[src/rtl/epi_pkg.sv]
package epi_pkg;

  // Strobes from control to datapath
  typedef struct packed {
    logic capture;     // snapshot config and load period from live config
    logic loadPeriod;  // reload period from snapshot
    logic decPeriod;   // count one packet down
    logic decRemain;   // one automatic error consumed
  } epiStrobe_t;

  // Largest period load value for a given base and exponent cap
  function automatic longint maxPeriod(input int base, input int cap);
    longint acc;
    acc = 15;
    for (int i = 0; i < cap; i++) acc = acc * base;
    return acc - 1;
  endfunction

endpackage

[src/rtl/epi_datapath.sv]
module epi_datapath
  import epi_pkg::*;
#(
  parameter int RATE_BASE = 10,
  parameter int EXP_CAP   = 6,
  parameter int CNT_W     = 24
) (
  input  logic       clk,
  input  logic       rstN,
  input  epiStrobe_t strb,
  input  logic [6:0] cfgRate,
  input  logic [7:0] cfgCount,
  output logic       periodZero,
  output logic       mantNz,
  output logic       remainOne,
  output logic       remainNz
);

  localparam longint MAX_LOAD = maxPeriod(RATE_BASE, EXP_CAP);
  localparam int     PROD_W   = CNT_W + 4;

  logic [6:0]       rateSnap;
  logic [CNT_W-1:0] period;
  logic [7:0]       remain;

  logic [6:0]       rateSrc;
  logic [2:0]       expEff;
  logic [PROD_W-1:0] prod;
  logic [CNT_W-1:0] loadVal;

  function automatic logic [CNT_W-1:0] scale(input logic [2:0] e);
    logic [CNT_W-1:0] acc;
    acc = CNT_W'(1);
    for (int i = 0; i < 7; i++) begin
      if (i < int'(e)) acc = acc * CNT_W'(RATE_BASE);
    end
    return acc;
  endfunction

  always_comb begin
    rateSrc = strb.capture ? cfgRate : rateSnap;
    expEff  = (rateSrc[6:4] > 3'(EXP_CAP)) ? 3'(EXP_CAP) : rateSrc[6:4];
    prod    = {{CNT_W{1'b0}}, rateSrc[3:0]} * {4'b0000, scale(expEff)};
    loadVal = (rateSrc[3:0] == 4'd0) ? '0 : (prod[CNT_W-1:0] - CNT_W'(1));
  end

  always_ff @(posedge clk or negedge rstN) begin
    if (!rstN) begin
      rateSnap <= '0;
      period   <= '0;
      remain   <= '0;
    end else begin
      if (strb.capture) begin
        rateSnap <= cfgRate;
        remain   <= cfgCount;
      end else if (strb.decRemain) begin
        remain <= remain - 8'd1;
      end
      if (strb.capture || strb.loadPeriod) period <= loadVal;
      else if (strb.decPeriod)             period <= period - CNT_W'(1);
    end
  end

  assign periodZero = (period == '0);
  assign mantNz     = (rateSnap[3:0] != 4'd0);
  assign remainOne  = (remain == 8'd1);
  assign remainNz   = (remain != 8'd0);

  // period counter never exceeds the largest legal load
  p_period_range_r2: assert property (@(posedge clk) disable iff (!rstN)
    longint'(period) <= MAX_LOAD);

  // remaining count is never decremented from zero
  p_remain_floor_r8: assert property (@(posedge clk) disable iff (!rstN)
    strb.decRemain |-> remain != 8'd0);

endmodule

[src/rtl/epi_ctrl.sv]
module epi_ctrl
  import epi_pkg::*;
(
  input  logic       clk,
  input  logic       rstN,
  input  logic [7:0] cfgCount,
  input  logic       cfgManualEn,
  input  logic       cfgDoneIe,
  input  logic       armSet,
  input  logic       armClr,
  input  logic       doneClr,
  input  logic       manualPin,
  input  logic       pktStrobe,
  input  logic       periodZero,
  input  logic       mantNz,
  input  logic       remainOne,
  input  logic       remainNz,
  output epiStrobe_t strb,
  output logic       pktErr,
  output logic       doneFlag,
  output logic       doneIrq
);

  logic armed;
  logic contMode;
  logic pinPrev;
  logic manPending;
  logic manEdge;
  logic autoOn;
  logic autoHit;
  logic doneSet;

  always_comb begin
    manEdge = cfgManualEn && manualPin && !pinPrev;
    autoOn  = armed && mantNz && (contMode || remainNz);
    autoHit = pktStrobe && autoOn && periodZero;

    strb.capture    = armSet;
    strb.loadPeriod = autoHit && !armSet;
    strb.decPeriod  = pktStrobe && autoOn && !periodZero && !armSet;
    strb.decRemain  = autoHit && !contMode && !armSet;

    doneSet = (armSet && cfgCount == 8'h00) ||
              (autoHit && !contMode && remainOne && !armSet);
  end

  always_ff @(posedge clk or negedge rstN) begin
    if (!rstN) begin
      armed      <= 1'b0;
      contMode   <= 1'b0;
      pinPrev    <= 1'b0;
      manPending <= 1'b0;
      pktErr     <= 1'b0;
      doneFlag   <= 1'b0;
    end else begin
      pinPrev <= manualPin;
      if (armClr) begin
        armed <= 1'b0;
      end else if (armSet) begin
        armed    <= 1'b1;
        contMode <= (cfgCount == 8'hFF);
      end
      manPending <= (manPending || manEdge) && !pktStrobe;
      pktErr     <= pktStrobe && (autoHit || manPending || manEdge);
      if (doneSet)      doneFlag <= 1'b1;
      else if (doneClr) doneFlag <= 1'b0;
    end
  end

  assign doneIrq = doneFlag && cfgDoneIe;

  // an error flag only follows a strobe
  p_err_after_strobe_r11: assert property (@(posedge clk) disable iff (!rstN)
    pktErr |-> $past(pktStrobe));

  // stopped block with no manual request stays quiet
  p_idle_quiet_r7: assert property (@(posedge clk) disable iff (!rstN)
    (pktStrobe && !armed && !armSet && !manPending && !manEdge) |=> !pktErr);

  // done flag holds until cleared
  p_done_sticky_r9: assert property (@(posedge clk) disable iff (!rstN)
    (doneFlag && !doneClr) |=> doneFlag);

  // interrupt never without the flag
  p_irq_needs_flag_r9: assert property (@(posedge clk) disable iff (!rstN)
    doneIrq |-> doneFlag);

endmodule

[src/rtl/errpkt_inserter.sv]
module errpkt_inserter
  import epi_pkg::*;
#(
  parameter int RATE_BASE = 10,
  parameter int EXP_CAP   = 6,
  parameter int CNT_W     = 24
) (
  input  logic       clk,
  input  logic       rstN,
  input  logic [6:0] cfgRate,
  input  logic [7:0] cfgCount,
  input  logic       cfgManualEn,
  input  logic       cfgDoneIe,
  input  logic       armSet,
  input  logic       armClr,
  input  logic       doneClr,
  input  logic       manualPin,
  input  logic       pktStrobe,
  output logic       pktErr,
  output logic       doneFlag,
  output logic       doneIrq
);

  epiStrobe_t strb;
  logic periodZero;
  logic mantNz;
  logic remainOne;
  logic remainNz;

  epi_ctrl u_ctrl (
    .clk        (clk),
    .rstN       (rstN),
    .cfgCount   (cfgCount),
    .cfgManualEn(cfgManualEn),
    .cfgDoneIe  (cfgDoneIe),
    .armSet     (armSet),
    .armClr     (armClr),
    .doneClr    (doneClr),
    .manualPin  (manualPin),
    .pktStrobe  (pktStrobe),
    .periodZero (periodZero),
    .mantNz     (mantNz),
    .remainOne  (remainOne),
    .remainNz   (remainNz),
    .strb       (strb),
    .pktErr     (pktErr),
    .doneFlag   (doneFlag),
    .doneIrq    (doneIrq)
  );

  epi_datapath #(
    .RATE_BASE(RATE_BASE),
    .EXP_CAP  (EXP_CAP),
    .CNT_W    (CNT_W)
  ) u_dp (
    .clk       (clk),
    .rstN      (rstN),
    .strb      (strb),
    .cfgRate   (cfgRate),
    .cfgCount  (cfgCount),
    .periodZero(periodZero),
    .mantNz    (mantNz),
    .remainOne (remainOne),
    .remainNz  (remainNz)
  );

endmodule

[config.mk]
export PLATFORM = sky130hd
export DESIGN_NAME = errpkt_inserter
export DESIGN_NICKNAME = d
export VERILOG_FILES = /design/src/rtl/epi_pkg.sv /design/src/rtl/epi_datapath.sv /design/src/rtl/epi_ctrl.sv /design/src/rtl/errpkt_inserter.sv
export SDC_FILE = /design/constraint.sdc
export NUM_CORES = 1
export LEC_CHECK = 0
export BUFFER_PORTS_ARGS = -buffer_cell sky130_fd_sc_hd__buf_2
export CAP_MARGIN = 30
export CORE_AREA = 2 2 167 128
export CTS_CLUSTER_DIAMETER = 80
export DETAILED_ROUTE_END_ITERATION = 8
export DIE_AREA = 0 0 169 130
export HOLD_SLACK_MARGIN = 0.06
export PLACE_DENSITY_LB_ADDON = 0.05
export RECOVER_POWER = 50
export SYNTH_ARGS = -nofsm -noshare
export SYNTH_HDL_FRONTEND = slang
export SYNTH_SLANG_ARGS = --single-unit
[constraint.sdc]
create_clock -name clk -period 10.35 [get_ports clk]
set_input_delay 1.5525 -clock clk [delete_from_list [all_inputs] [get_ports clk]]
set_output_delay 1.5525 -clock clk [all_outputs]
set_load 0.02 [all_outputs]
==> flow_metrics.py <==
metrics = {
    "setup_path": {
        "cpMaxStageDelayCell": "mux2i_2",
        "crit_type": "in2reg",
        "crit_path_end_kind": "register",
        "critical_path.max_stage_delay_ns": 0.60,
        "startpoint": "armSet",
        "cp_num_cells": 37,
        "start_kind": "primary input",
        "reg2reg_from": "u_dp.rateSnap[6]",
        "crit_buf_inv": 6,
        "path_delay_family": "compound AO/OA/AOI/OAI gates",
        "path_max_fanout": 24,
        "r2r_cells": 36,
        "critPathCapture": "u_dp.period[23]",
        "cp.arrival_ns": 10.04,
        "cpMostUsedCell": "ha_1",
        "r2r_slack_ns": 1.60,
        "r2r_end": "u_dp.period[23]",
        "cp.required_ns": 10.58,
    },
    "floorplanning": {
        "top_level_ports": 27,
        "die-area_sq_um": 22000,
        "rows": 46,
        "die_x_um": 169,
        "die_y_um": 130,
        "initial_utilization_pct": 34.0,
        "core-area_sq_um": 20600,
    },
    "clock_network": {
        "clk_pin_slew_ns": 0.07,
        "cts_made_buffers": 5,
        "hold_buffers": 0,
        "cts_resized": 0,
        "cts-htree-levels": 2,
        "cts_tree": "yes",
        "clock_latency_ns": 0.31,
        "post-cts-setup-buffers": 0,
        "cts_sinks": 45,
        "cts_root_buf": "clkbuf_16",
        "clk_path_buf_depth": 2,
    },
    "route": {
        "wl_um": 18600,
        "vias_per_cell": 5.28,
        "drtIter0Drc": 351,
        "drtPass1Iterations": 5,
        "ant_nets": 0,
        "route.vias.total": 6138,
        "wire_per_inst_um": 16.0,
        "drcViolationCount": 0,
    },
    "sta": {
        "skew_ns": 0.00886,
        "finalSetupTns_ns": 0,
        "final.period_utilization_pct": 94.8,
        "rsz0062_at_grt": "false",
        "worst_slew_pin_slew_ns": 2.75,
        "timing.final.ws_setup_ns": 0.536,
        "final_max_slew_viol_count": 46,
        "fin_crit_ns": 9.81,
        "setup-violations-final": 0,
        "slew_headroom_pct": -83.2,
        "finalHoldViolCount": 0,
        "maxClockFrequency_mhz": 102,
    },
    "power": {
        "vdd_drop_max_uv": 130,
        "p_per_area_nw_per_um2": 243,
        "power_leakage_nw": 3.67,
    },
    "logic_synthesis": {
        "seq_area_frac_synth_pct": 16.1,
        "syn_inst": 871,
        "synth_edf_count": 0,
        "synth_cell_types": 83,
        "yosysWarnings": 0,
        "avgSynthCellArea_sq_um": 8.04,
        "ys.flop_type": "dfrtp_1",
        "async_reset_ff_share_pct": 100,
        "ys_seq_elements": 45,
        "synth_area_sq_um": 7010,
    },
    "place": {
        "port_buffers": 26,
        "pre_cts_ws_ns": 0.284,
        "dpl.hpwl_um": 15100,
        "gp_congestion": 0.797,
        "placed_cells": 1154,
    },
    "grt": {
        "gr-total-overflow": 0,
        "grt_max_degree": 46,
        "grtUsageTotal_pct": 18.2,
        "antenna_found_initial": 0,
        "grt_pass1_vias": 6307,
        "grt_pass1_wl_um": 31800,
    },
    "outcome": {
        "violations": "max-capacitance violations, max-slew violations",
        "outcome": "finished with violations",
    },
    "cells_and_area": {
        "drive_above_1_share_pct": 8.90,
        "antennaDiodeCount": 0,
        "syn2layout_area_growth_pct": 8.61,
        "fin_cells": 1163,
        "nets": 1066,
    },
    "worst_hold_path": {
        "hold_path.class": "reg2reg",
    },
    "job": {
        "drv_cap": 1,
    },
}
==> stage by stage <==
| step | hold WS, ns | utilization, % | total power (W) | cell area (sq um) |
|---|---|---|---|---|
| finish | 0.509 | 36.9 | 0.00185 | 7610 |
| global route | 0.525 | 36.9 | 0.00208 | 7610 |
| CTS | 0.506 | 36.9 | 0.00188 | 7600 |
| detailed placement | 0.487 | 36.2 | 0.00169 | 7450 |
| global placement | 0.486 | 36.1 | 0.00168 | 7430 |
| floorplan | 0.460 | - | 0.00137 | 7040 |
==> cells in the mapped netlist, drive strengths merged, types with 3 or more instances <==
cell    count  area share, %
inv       109            5.9
nand2     102            5.5
ha        100             18
nor2       80            4.6
o21ai      61            4.5
a21oi      50            3.6
dfrtp      45             16
fa         44             13
xnor2      25            3.1
nor3       22            1.6
nand3      21            1.6
a21o       17            1.8
clkbuf     17           0.91
and2       14            1.2
nor4       13            1.5
buf        11            1.1
and3       10           0.96
xor2       10            1.2
a31oi       7           0.62
nand2b      7           0.62
a32oi       6           0.75
mux2i       6            1.1
o211ai      6           0.71
o21a        6           0.75
a211oi      5           0.61
mux2        5           0.80
nand4       5           0.45
o21bai      5           0.54
o22ai       5           0.45
or2         5           0.45
a311oi      4           0.59
a31o        4           0.50
o41ai       4           0.50
nor2b       3           0.27
nor3b       3           0.32
o31a        3           0.38
or3         3           0.34
==> worst register-to-register path, delay by kind of cell, from the launching register on <==
family / cells / cell delay (ns)
mux: 1 / 0.54
buf+inv: 5 / 0.47
compound gates: 16 / 3.30
simple gates: 3 / 0.32
fa+ha+maj: 8 / 2.96
xor+xnor: 3 / 0.67
flops: 1 / 0.41
==> power by group <==
part	internal, W	switching [W]
sequential	0.000227	0.0000493
combinational	0.000607	0.000792
clock	0.0000911	0.0000834
==> routing by layer <==
metal	share of wire [%]	wire length, um	track usage (%)	up-vias
met3	3.5	658	2.40	11
met2	44	8160	30.1	116
li1	-	-	-	3040
met5	0	0	0	-
met1	52	9650	26.0	2971
met4	0.90	167	2.87	0
==> cells by family (layout without fill, tap and decap cells) <==
kind of cell,Yosys count,count (layout),synth area share (%)
other,1,10,0.0535
DFF,45,45,16.1
xor gates and xnor gates,36,36,4.70
muxes,11,11,1.95
and+or+nand+nor,293,293,20.1
buffers and inverters,139,158,8.04
adders and majority gates,144,144,30.4
AOI/OAI and AO/OA,202,202,18.7
==> how the worst min path moves through the flow <==
stage,startpoint,to,cells after the start
after floorplan,u_ctrl.armed,u_ctrl.armed,2
after global placement,u_ctrl.armed,u_ctrl.armed,2
after detailed placement,u_dp.period[19],u_dp.period[19],2
after CTS,u_ctrl.armed,u_ctrl.armed,2
after global routing,u_dp.period[15],u_dp.period[15],1
final,u_ctrl.armed,u_ctrl.armed,2
==> sequential cells by signal, indices dropped and copies added (netlist names) <==
name / cells
u_dp.period: 24
u_ctrl.doneFlag: 1
u_ctrl.armed: 1
u_dp.rateSnap: 7
u_ctrl.manPending: 1
u_dp.remain: 8
u_ctrl.pinPrev: 1
u_ctrl.contMode: 1
u_ctrl.pktErr: 1
==> placed cells by master (no fill, tap or decap), drive strengths merged, types with 6 or more instances in the layout <==
master  count
conb       10
nor4       13
nand3      21
nor3       22
a21o       17
inv       110
xor2       10
dfrtp      45
o211ai      6
nand2b      7
o21ai      61
buf        37
ha        100
clkbuf      7
and2       14
mux2i       6
a21oi      50
nand2     102
a31oi       7
nor2       80
o21a        6
xnor2      25
and3       10
fa         44
a32oi       6
==> final cells by class <==
cell class | count | area [sq um]
fill | 2217 | 13000
multi-input combinational | 696 | 5350
sequential | 45 | 1130
inverter | 111 | 422
tap | 264 | 330
timing repair buffer | 39 | 230
clock buffer | 5 | 125
clock inverter | 3 | 25.0
Note: power is estimated with default switching activity, not from simulation.
